<file path="config.mk">
export PLATFORM = sky130hd
export DESIGN_NAME = synth_cfg_front
export DESIGN_NICKNAME = d
export VERILOG_FILES = /design/src/rtl/synth_cfg_pkg.sv /design/src/rtl/scfg_sync.sv /design/src/rtl/scfg_rise.sv /design/src/rtl/scfg_serial.sv /design/src/rtl/scfg_parallel.sv /design/src/rtl/synth_cfg_front.sv
export SDC_FILE = /design/constraint.sdc
export NUM_CORES = 1
export LEC_CHECK = 0
export BUFFER_PORTS_ARGS = -buffer_cell sky130_fd_sc_hd__buf_2
export CORE_ASPECT_RATIO = 0.6
export CORE_MARGIN = 8
export CORE_UTILIZATION = 51
export CTS_CLUSTER_SIZE = 14
export DETAILED_ROUTE_END_ITERATION = 10
export GPL_TIMING_DRIVEN = 0
export PLACE_DENSITY = 0.72
export SYNTH_ARGS = -nofsm -noshare
export SYNTH_HDL_FRONTEND = slang
export SYNTH_HIERARCHICAL = 1
export SYNTH_SLANG_ARGS = --single-unit
</file>
<file path="constraint.sdc">
create_clock -name clk -period 7.04 [get_ports clk]
set_input_delay 1.76 -clock clk [delete_from_list [all_inputs] [get_ports clk]]
set_output_delay 1.76 -clock clk [all_outputs]
set_load 0.02 [all_outputs]
</file>
<file path="src/rtl/synth_cfg_pkg.sv">
package synth_cfg_pkg;

  localparam int unsigned M_W   = 9;
  localparam int unsigned A_W   = 4;
  localparam int unsigned R_W   = 6;
  localparam int unsigned ENH_W = 8;
  localparam int unsigned BUS_W = 8;

  localparam int unsigned PRI_W   = 1 + M_W + R_W + A_W;
  localparam int unsigned A_LSB   = 0;
  localparam int unsigned R_LSB   = A_LSB + A_W;
  localparam int unsigned M_LSB   = R_LSB + R_W;
  localparam int unsigned BYP_BIT = PRI_W - 1;

  typedef enum logic [1:0] {
    MODE_PAR = 2'd0,
    MODE_SER = 2'd1,
    MODE_DIR = 2'd2
  } cfg_mode_e;

  function automatic cfg_mode_e decode_mode(input logic dir_pin, input logic ser_pin);
    if (dir_pin)      return MODE_DIR;
    else if (ser_pin) return MODE_SER;
    else              return MODE_PAR;
  endfunction

endpackage

</file>
<file path="src/rtl/scfg_sync.sv">
module scfg_sync #(
  parameter int unsigned     W       = 1,
  parameter int unsigned     STAGES  = 2,
  parameter logic [W-1:0]    RST_VAL = '0
) (
  input  logic         clk,
  input  logic         rst_n,
  input  logic [W-1:0] d,
  output logic [W-1:0] q
);

  logic [STAGES-1:0][W-1:0] pipe_q;
  logic [STAGES-1:0][W-1:0] pipe_d;

  always_comb begin
    pipe_d[0] = d;
    for (int i = 1; i < STAGES; i++) begin
      pipe_d[i] = pipe_q[i-1];
    end
  end

  always_ff @(posedge clk or negedge rst_n) begin
    if (!rst_n) begin
      for (int i = 0; i < STAGES; i++) begin
        pipe_q[i] <= RST_VAL;
      end
    end else begin
      pipe_q <= pipe_d;
    end
  end

  assign q = pipe_q[STAGES-1];

endmodule

</file>
<file path="src/rtl/scfg_rise.sv">
module scfg_rise #(
  parameter int unsigned W = 1
) (
  input  logic         clk,
  input  logic         rst_n,
  input  logic [W-1:0] lvl,
  output logic [W-1:0] rise
);

  logic [W-1:0] prev_q;

  always_ff @(posedge clk or negedge rst_n) begin
    if (!rst_n) prev_q <= '0;
    else        prev_q <= lvl;
  end

  assign rise = lvl & ~prev_q;

  for (genvar g = 0; g < W; g++) begin : g_chk
    AST_ONE_PULSE: assert property (@(posedge clk) disable iff (!rst_n)
      rise[g] |=> !rise[g]) else $error("strobe pulse longer than one cycle");
  end

endmodule

</file>
<file path="src/rtl/scfg_serial.sv">
module scfg_serial
  import synth_cfg_pkg::*;
(
  input  logic [PRI_W-1:0] pri_q,
  input  logic [ENH_W-1:0] enh_q,
  input  logic             shift,
  input  logic             to_enh,
  input  logic             bit_in,
  output logic [PRI_W-1:0] pri_nxt,
  output logic             pri_we,
  output logic [ENH_W-1:0] enh_nxt,
  output logic             enh_we
);

  always_comb begin
    pri_nxt = {pri_q[PRI_W-2:0], bit_in};
    enh_nxt = {enh_q[ENH_W-2:0], bit_in};
    pri_we  = shift && !to_enh;
    enh_we  = shift &&  to_enh;
  end

endmodule

</file>
<file path="src/rtl/scfg_parallel.sv">
module scfg_parallel
  import synth_cfg_pkg::*;
(
  input  logic [PRI_W-1:0] pri_q,
  input  logic [BUS_W-1:0] bus,
  input  logic             stb_lo,
  input  logic             stb_hi,
  input  logic             stb_ar,
  input  logic             stb_enh,
  output logic [PRI_W-1:0] pri_nxt,
  output logic             pri_we,
  output logic [ENH_W-1:0] enh_nxt,
  output logic             enh_we
);

  always_comb begin
    pri_nxt = pri_q;
    if (stb_lo) begin
      pri_nxt[BYP_BIT]      = bus[7];
      pri_nxt[M_LSB +: 7]   = bus[6:0];
    end
    if (stb_hi) begin
      pri_nxt[R_LSB + 5]    = bus[3];
      pri_nxt[R_LSB + 4]    = bus[2];
      pri_nxt[M_LSB + 8]    = bus[1];
      pri_nxt[M_LSB + 7]    = bus[0];
    end
    if (stb_ar) begin
      pri_nxt[R_LSB +: 4]   = bus[7:4];
      pri_nxt[A_LSB +: A_W] = bus[3:0];
    end
    pri_we  = stb_lo || stb_hi || stb_ar;
    enh_nxt = bus;
    enh_we  = stb_enh;
  end

endmodule

</file>
<file path="src/rtl/synth_cfg_front.sv">
module synth_cfg_front
  import synth_cfg_pkg::*;
#(
  parameter int unsigned SYNC_STAGES = 2
) (
  input  logic             clk,
  input  logic             rst_n,
  input  logic             mode_direct,
  input  logic             mode_serial,
  input  logic             sh_clk,
  input  logic             sh_data,
  input  logic             enh_wr,
  input  logic [BUS_W-1:0] pbus,
  input  logic             stb_m_lo,
  input  logic             stb_m_hi,
  input  logic             stb_ar,
  input  logic             hop_stb,
  input  logic             sel_pri_ser,
  input  logic             sel_pri_par,
  input  logic [M_W-1:0]   dir_m,
  input  logic [A_W-1:0]   dir_a,
  input  logic             dir_presc_n,
  output logic [M_W-1:0]   m_cnt,
  output logic [A_W-1:0]   a_cnt,
  output logic [R_W-1:0]   r_cnt,
  output logic             presc_bypass,
  output logic [ENH_W-1:0] enh_word
);

  localparam int unsigned NEDGE  = 6;
  localparam int unsigned E_SCLK = 0;
  localparam int unsigned E_ENH  = 1;
  localparam int unsigned E_MLO  = 2;
  localparam int unsigned E_MHI  = 3;
  localparam int unsigned E_AR   = 4;
  localparam int unsigned E_HOP  = 5;
  localparam int unsigned CTL_W  = NEDGE + 1;

  // reset: asynchronous assert, synchronous release
  logic [1:0] rst_pipe_q;
  logic       rst_ni;

  always_ff @(posedge clk or negedge rst_n) begin
    if (!rst_n) rst_pipe_q <= '0;
    else        rst_pipe_q <= {rst_pipe_q[0], 1'b1};
  end
  assign rst_ni = rst_pipe_q[1];

  // synchronizers
  logic [CTL_W-1:0] ctl_lvl;
  logic [NEDGE-1:0] ctl_rise;
  logic [1:0]       mode_lvl;
  logic [1:0]       sel_lvl;
  logic [BUS_W-1:0] bus_lvl;

  scfg_sync #(.W(CTL_W), .STAGES(SYNC_STAGES), .RST_VAL('0)) u_ctl_sync (
    .clk(clk), .rst_n(rst_ni),
    .d({sh_data, hop_stb, stb_ar, stb_m_hi, stb_m_lo, enh_wr, sh_clk}),
    .q(ctl_lvl)
  );

  scfg_sync #(.W(2), .STAGES(SYNC_STAGES), .RST_VAL(2'b00)) u_mode_sync (
    .clk(clk), .rst_n(rst_ni), .d({mode_direct, mode_serial}), .q(mode_lvl)
  );

  scfg_sync #(.W(2), .STAGES(SYNC_STAGES), .RST_VAL(2'b11)) u_sel_sync (
    .clk(clk), .rst_n(rst_ni), .d({sel_pri_ser, sel_pri_par}), .q(sel_lvl)
  );

  scfg_sync #(.W(BUS_W), .STAGES(SYNC_STAGES), .RST_VAL('0)) u_bus_sync (
    .clk(clk), .rst_n(rst_ni), .d(pbus), .q(bus_lvl)
  );

  scfg_rise #(.W(NEDGE)) u_rise (
    .clk(clk), .rst_n(rst_ni), .lvl(ctl_lvl[NEDGE-1:0]), .rise(ctl_rise)
  );

  cfg_mode_e mode_now;
  logic      enh_lvl;
  logic      sh_bit;

  assign mode_now = decode_mode(mode_lvl[1], mode_lvl[0]);
  assign enh_lvl  = ctl_lvl[E_ENH];
  assign sh_bit   = ctl_lvl[CTL_W-1];

  // state
  logic [PRI_W-1:0] pri_q, pri_d, sec_q;
  logic [ENH_W-1:0] enh_q, enh_d;
  logic             pri_en, enh_en, hop_en;

  logic [PRI_W-1:0] ser_pri, par_pri;
  logic [ENH_W-1:0] ser_enh, par_enh;
  logic             ser_pri_we, ser_enh_we, par_pri_we, par_enh_we;

  scfg_serial u_serial (
    .pri_q(pri_q), .enh_q(enh_q),
    .shift(ctl_rise[E_SCLK]), .to_enh(enh_lvl), .bit_in(sh_bit),
    .pri_nxt(ser_pri), .pri_we(ser_pri_we),
    .enh_nxt(ser_enh), .enh_we(ser_enh_we)
  );

  scfg_parallel u_parallel (
    .pri_q(pri_q), .bus(bus_lvl),
    .stb_lo(ctl_rise[E_MLO]), .stb_hi(ctl_rise[E_MHI]),
    .stb_ar(ctl_rise[E_AR]), .stb_enh(ctl_rise[E_ENH]),
    .pri_nxt(par_pri), .pri_we(par_pri_we),
    .enh_nxt(par_enh), .enh_we(par_enh_we)
  );

  // next state
  always_comb begin
    pri_d  = pri_q;
    enh_d  = enh_q;
    pri_en = 1'b0;
    enh_en = 1'b0;
    hop_en = 1'b0;
    case (mode_now)
      MODE_SER: begin
        pri_d  = ser_pri;
        pri_en = ser_pri_we;
        enh_d  = ser_enh;
        enh_en = ser_enh_we;
        hop_en = ctl_rise[E_HOP];
      end
      MODE_PAR: begin
        pri_d  = par_pri;
        pri_en = par_pri_we;
        enh_d  = par_enh;
        enh_en = par_enh_we;
        hop_en = ctl_rise[E_HOP];
      end
      default: begin
        hop_en = 1'b0;
      end
    endcase
  end

  // registers
  always_ff @(posedge clk or negedge rst_ni) begin
    if (!rst_ni)     pri_q <= '0;
    else if (pri_en) pri_q <= pri_d;
  end

  always_ff @(posedge clk or negedge rst_ni) begin
    if (!rst_ni)     sec_q <= '0;
    else if (hop_en) sec_q <= pri_q;
  end

  always_ff @(posedge clk or negedge rst_ni) begin
    if (!rst_ni)     enh_q <= '0;
    else if (enh_en) enh_q <= enh_d;
  end

  // output selection
  logic             sel_pri;
  logic [PRI_W-1:0] view;

  assign sel_pri = (mode_now == MODE_SER) ? sel_lvl[1] : sel_lvl[0];
  assign view    = sel_pri ? pri_q : sec_q;

  always_comb begin
    if (mode_now == MODE_DIR) begin
      m_cnt        = dir_m;
      a_cnt        = dir_a;
      r_cnt        = '0;
      presc_bypass = dir_presc_n;
    end else begin
      m_cnt        = view[M_LSB +: M_W];
      a_cnt        = view[A_LSB +: A_W];
      r_cnt        = view[R_LSB +: R_W];
      presc_bypass = view[BYP_BIT];
    end
  end

  assign enh_word = enh_q;

  // assertions
  AST_SHIFT_IN: assert property (@(posedge clk) disable iff (!rst_ni)
    (mode_now == MODE_SER && ctl_rise[E_SCLK] && !enh_lvl)
      |=> (pri_q == {$past(pri_q[PRI_W-2:0]), $past(sh_bit)}))
    else $error("serial shift into primary wrong");

  AST_ENH_KEEPS_PRI: assert property (@(posedge clk) disable iff (!rst_ni)
    (mode_now == MODE_SER && ctl_rise[E_SCLK] && enh_lvl) |=> $stable(pri_q))
    else $error("primary moved during enhancement shift");

  AST_PAR_ENH: assert property (@(posedge clk) disable iff (!rst_ni)
    (mode_now == MODE_PAR && ctl_rise[E_ENH]) |=> (enh_q == $past(bus_lvl)))
    else $error("enhancement byte not loaded");

  AST_HOP_COPY: assert property (@(posedge clk) disable iff (!rst_ni)
    (mode_now != MODE_DIR && ctl_rise[E_HOP]) |=> (sec_q == $past(pri_q)))
    else $error("hop did not copy primary");

  AST_DIR_FREEZE: assert property (@(posedge clk) disable iff (!rst_ni)
    (mode_now == MODE_DIR) |=> ($stable(pri_q) && $stable(sec_q) && $stable(enh_q)))
    else $error("word changed in direct mode");

endmodule

</file>
==> Word-level counts from Yosys, hierarchy flattened <==
Cells that the tools add are included.
W data, S select, Z words.
{ "totals": {"register_bits": 94, "output_inout_bits": 28, "wordCells": 52} }
{ "classes": {"n_eq_ne": 5, "muxes": 18, "bitwise": 2, "n_reduce_logical": 12} }
{ "op_table": {"columns": ["cell", "count"], "rows": [
  ["$pmux W20 S2", 1],
  ["$mux W20", 1],
  ["$pmux W8 S2", 1],
  ["$mux W9", 1],
  ["$reduce_and A3 Y1", 3],
  ["$mux W8", 1],
  ["$mux W7", 1],
  ["$and A6 B6 Y6", 1],
  ["$mux W2", 3],
  ["$mux W6", 1],
  ["$ne A2 B2 Y1 const B", 3],
  ["$not A6 Y6", 1],
  ["$mux W1", 5],
  ["$mux W4", 1],
  ["$pmux W1 S2", 2],
  ["$eq A2 B1 Y1 const B", 1],
  ["$eq A2 B2 Y1 const B", 1],
  ["$logic_and A1 B1 Y1", 2],
  ["$logic_not A2 Y1", 1],
  ["$logic_or A1 B1 Y1", 2],
  ["$reduce_and A2 Y1", 1],
  ["$reduce_bool A2 Y1", 1],
  ["$reduce_or A2 Y1", 1],
  ["$logic_not A1 Y1", 1]
]} }

==> Logic depth before layout (Yosys ltp) <==
{ "depth": {"depth_word": 6, "depth_mapped": 7, "ltp_nobuf": 5} }

==> Cells and area by module <==
Netlist, hierarchy kept.
{ "by_module_without_submodules": {"columns": ["mod", "n_inst", "cells_each", "area_each_um2", "seq_area_each_um2"], "rows": [
  ["synth_cfg_front", 1, 209, 2865.2, 1251.2],
  ["scfg_sync at u_bus_sync", 1, 16, 400.4, 400.4],
  ["scfg_sync at u_ctl_sync", 1, 14, 350.3, 350.3],
  ["scfg_parallel", 1, 32, 315.3, 0.0],
  ["scfg_rise", 1, 12, 232.7, 150.1],
  ["scfg_serial", 1, 30, 226.5, 0.0],
  ["scfg_sync at u_sel_sync", 1, 4, 105.1, 105.1],
  ["scfg_sync at u_mode_sync", 1, 4, 100.1, 100.1]
]} }

==> Least setup slack after synthesis <==
No wires, ideal clock.
{ "synth_path": {"kind": "input port to output port", "from": "input dir_a[3]", "to": "output a_cnt[3]", "arrival_ps": 2034, "required_time_ps": 5280, "slack_ps": 3246, "path_stages": 2, "path_buffers": 0, "path_cell_list": "nand2_1 > o21ai_0"} }
{ "synth_via": {"elab_chain_cells": 1} }
{ "synth_rtl": {"columns": ["item", "line", "text"], "rows": [
  ["start, declared", "synth_cfg_front.sv:21", "input logic [A_W-1:0] dir_a,"],
  ["$mux W4", "synth_cfg_front.sv:162", "if (mode_now == MODE_DIR) begin"],
  ["end, declared", "synth_cfg_front.sv:24", "output logic [A_W-1:0] a_cnt,"]
]} }
Every way passes these cells.

==> Worst setup path after layout <==
{ "layout_path": {"from": "input dir_m[0]", "to": "output m_cnt[0]"} }
{ "layout_via": {"elab_chain_cells": 1} }
{ "layout_rtl": {"columns": ["item", "line", "text"], "rows": [
  ["start, declared", "synth_cfg_front.sv:20", "input logic [M_W-1:0] dir_m,"],
  ["$mux W9", "synth_cfg_front.sv:162", null],
  ["end, declared", "synth_cfg_front.sv:23", "output logic [M_W-1:0] m_cnt,"]
]} }
Every way passes these cells.

==> metrics.txt <==
Die H between 80 and 90 µm; Post-Synth Simple-Gate Area under 10%; number of synthesized register bits 94; internal power roughly 0.0013 W; fillers roughly 670; top-count cell post-synth dfrtp_1; cts repair resizes 0; Yosys top cell area share 49.01%; Synth cell types 23; crit-path leading delay family buffers and inverters; CP max-delay cell buf_2; clock power share between 20% and 30%; Setup crit start kind input port; PortBufs between 60 and 70; area of the core around 8600 µm²; layout cells sized above 1 around three fifths; Worst VDD drop approximately 200 µV; worst path buffer plus inverter count 2; first-pass GRT wire length ~13,000 µm; initial antenna violation count 0; Clock H-tree levels 3; clk buf depth 2; Reg2Reg Depth 7; worst reg2reg endpoint pri_q[13]$_DFFE_PN0P_; combinational share of power between 30% and 40%; post-synthesis compound-gate area fraction under 10%; Final setup viols 0; RD Place Congestion 0.7352; post-route setup TNS 0 ns; clock-pin slew on the worst setup and hold paths roughly 0.070 ns; postcts setup bufs 0; vias in the first global route between 2,000 and 3,000; initial core utilization a little over half; Post-synth top cells dfrtp_1 (90), mux2_2 (49), buf_4 (40), mux2_4 (40), mux2i_1 (22); post-synthesis cell count 321; I/O pin cnt between 60 and 70; WS Path Type input port to output pin; Non-Filler Instances between 500 and 600; Worst EP required about 5.3 ns; initial DRC count 65; critical path arrival ~2.2 ns; number of clock sinks 94; CP most frequent cell buf_2; Largest stage delay, worst path between 0.15 and 0.2 ns; Routed Antenna Nets 0; die area about 12,000 µm²; Seq pwr share 42.9%; max-slew violations 0; number of synthesized flops with an enable pin 0; fin crit share 55.50%; maximum clock rate about 260 MHz; # DRC 0; reg2reg start u_ctl_sync/q[2]$_DFF_PN0_; CTS tree done; worst-path fanout max 1; root buf cell clkbuf_16; Rows 26; syn avg cell area ~14 µm²; GRT Util Overall between 10% and 20%; Setup crit start dir_m[0]; DRT Wirelength approximately 8000 µm; Max Cap Viol 0; Worst setup EP type output pin; Total Nets Final 430; Worst R2R Setup Slack a little over 5 ns; NetSw approximately 0.00056 W; final hold slack roughly 0.26 ns; drt first pass iters 4; outcome finished, final reports clean; die width around 140 µm; synthesized cell area ~4600 µm²; gr ovfl total 0; Synth Area in XOR/XNOR 0%; leakage roughly 2.6 nW; TritonCTS Buffers 9; Adder-Cell Fraction of Synth Area 0%; cts hold-fix bufs 0; final core occ between 60% and 70%; post-synthesis sequential area ratio 51.29%; largest family of logic cells by synthesized area multiplexers; Synth area leaders dfrtp_1 (49%), mux2_4 (13%), mux2_2 (12%); Cell Pwr Density roughly 350 nW/µm²; largest net degree at the start of global routing 62; Via density 4.844; number of antenna diodes 0; hpwl dp 5822 µm; RSZ-0062 raised after global routing no; Worst Skew roughly 0.010 ns; post-synthesis mux area share about a third; Final Hold Fails 0; syn_nets between 300 and 400; Area growth, synth to finish 16.99%; asr flop ratio synth 100.0%; Hold/Removal Path Class flip-flop to async pin; Ys Warns 6; ys flop type dfrtp_1; via count approximately 2,500; dpl cells 496; dpl ws roughly 3.1 ns; Final min period ~3.9 ns; setup slack after layout about 3.1 ns; switch share 29.98%; Critical Path, Cell by Cell buf_2 > nand2_1 > o21ai_0 > buf_2; clk_lat worst skew around 0.34 ns; Avg WL per Cell between 15 and 20 µm; biggest area consumer among synthesized cells dfrtp_1
through the flow:
stage               area [µm²]  total power (W)
finish                    5376         0.001872
global route              5376         0.001982
floorplan                 4596         0.001264
detailed placement        5077         0.001412
CTS                       5376         0.001895
global placement          5046         0.001389
area by class of cell:
cell class | instances | area [µm²] | area share [%]
Clock inverter | 7 | 73.82 | 1.373
Tap cell | 112 | 140.1 | 2.606
Sequential cell | 94 | 2361 | 43.91
Timing Repair Buffer | 63 | 337.8 | 6.283
Multi-Input combinational cell | 175 | 1851 | 34.42
Clock buffer | 9 | 225.2 | 4.189
Buffer | 52 | 387.9 | 7.214
metal layers:
layer / wire length [µm] / track usage, % / share of wire (%)
met3: 578 / 5.836 / 7.3
met1: 4149 / 19.00 / 52
met5: 0 / 0 / 0
met2: 3178 / 19.43 / 40
met4: 57 / 4.118 / 0.72
power groups by stage:
stage                     sequential [W]  combinational (W)  clock [W]
after floorplan                 0.000801           0.000462          0
after global placement          0.000812           0.000577          0
after detailed placement        0.000814           0.000599          0
after CTS                       0.000804           0.000603   0.000489
after global routing            0.000826           0.000647   0.000510
final                           0.000803           0.000594   0.000476
how the worst max path moves through the flow:
stage / depth (start not counted) / endpoint / slack [ns]
finish: 4 / m_cnt[0] / 3.13
global placement: 4 / a_cnt[2] / 3.15
detailed placement: 4 / m_cnt[3] / 3.13
global route: 4 / m_cnt[0] / 3.05
CTS: 4 / m_cnt[3] / 3.13
floorplan: 2 / a_cnt[3] / 3.25
cells in the final DEF (no fill, tap or decap), drive strengths merged:
cell	netlist	layout
nor2	3	3
conb	1	1
dfstp	4	4
nand2b	14	14
clkinv	0	2
mux2i	24	24
o21ai	14	14
nor2b	6	6
mux2	96	96
buf	49	112
clkbuf	3	12
dfrtp	90	90
and2	1	1
or3	1	1
nand2	14	14
and2b	1	1
inv	0	5
cell families after synthesis:
group / after synthesis
and+or+nand+nor: 40
muxes: 120
other: 1
buffers and inverters: 52
AOI/OAI and AO/OA: 14
DFF: 94
flip-flops by register name (all words and copies together), names as in the netlist, 6 cells and up:
| signal | flops |
|---|---|
| u_bus_sync/q | 8 |
| u_ctl_sync/pipe_d | 7 |
| u_bus_sync/pipe_d | 8 |
| pri_q | 20 |
| enh_word | 8 |
| u_ctl_sync/q | 7 |
| u_rise/prev_q | 6 |
| sec_q | 20 |
(Power assumes the default switching activity.)
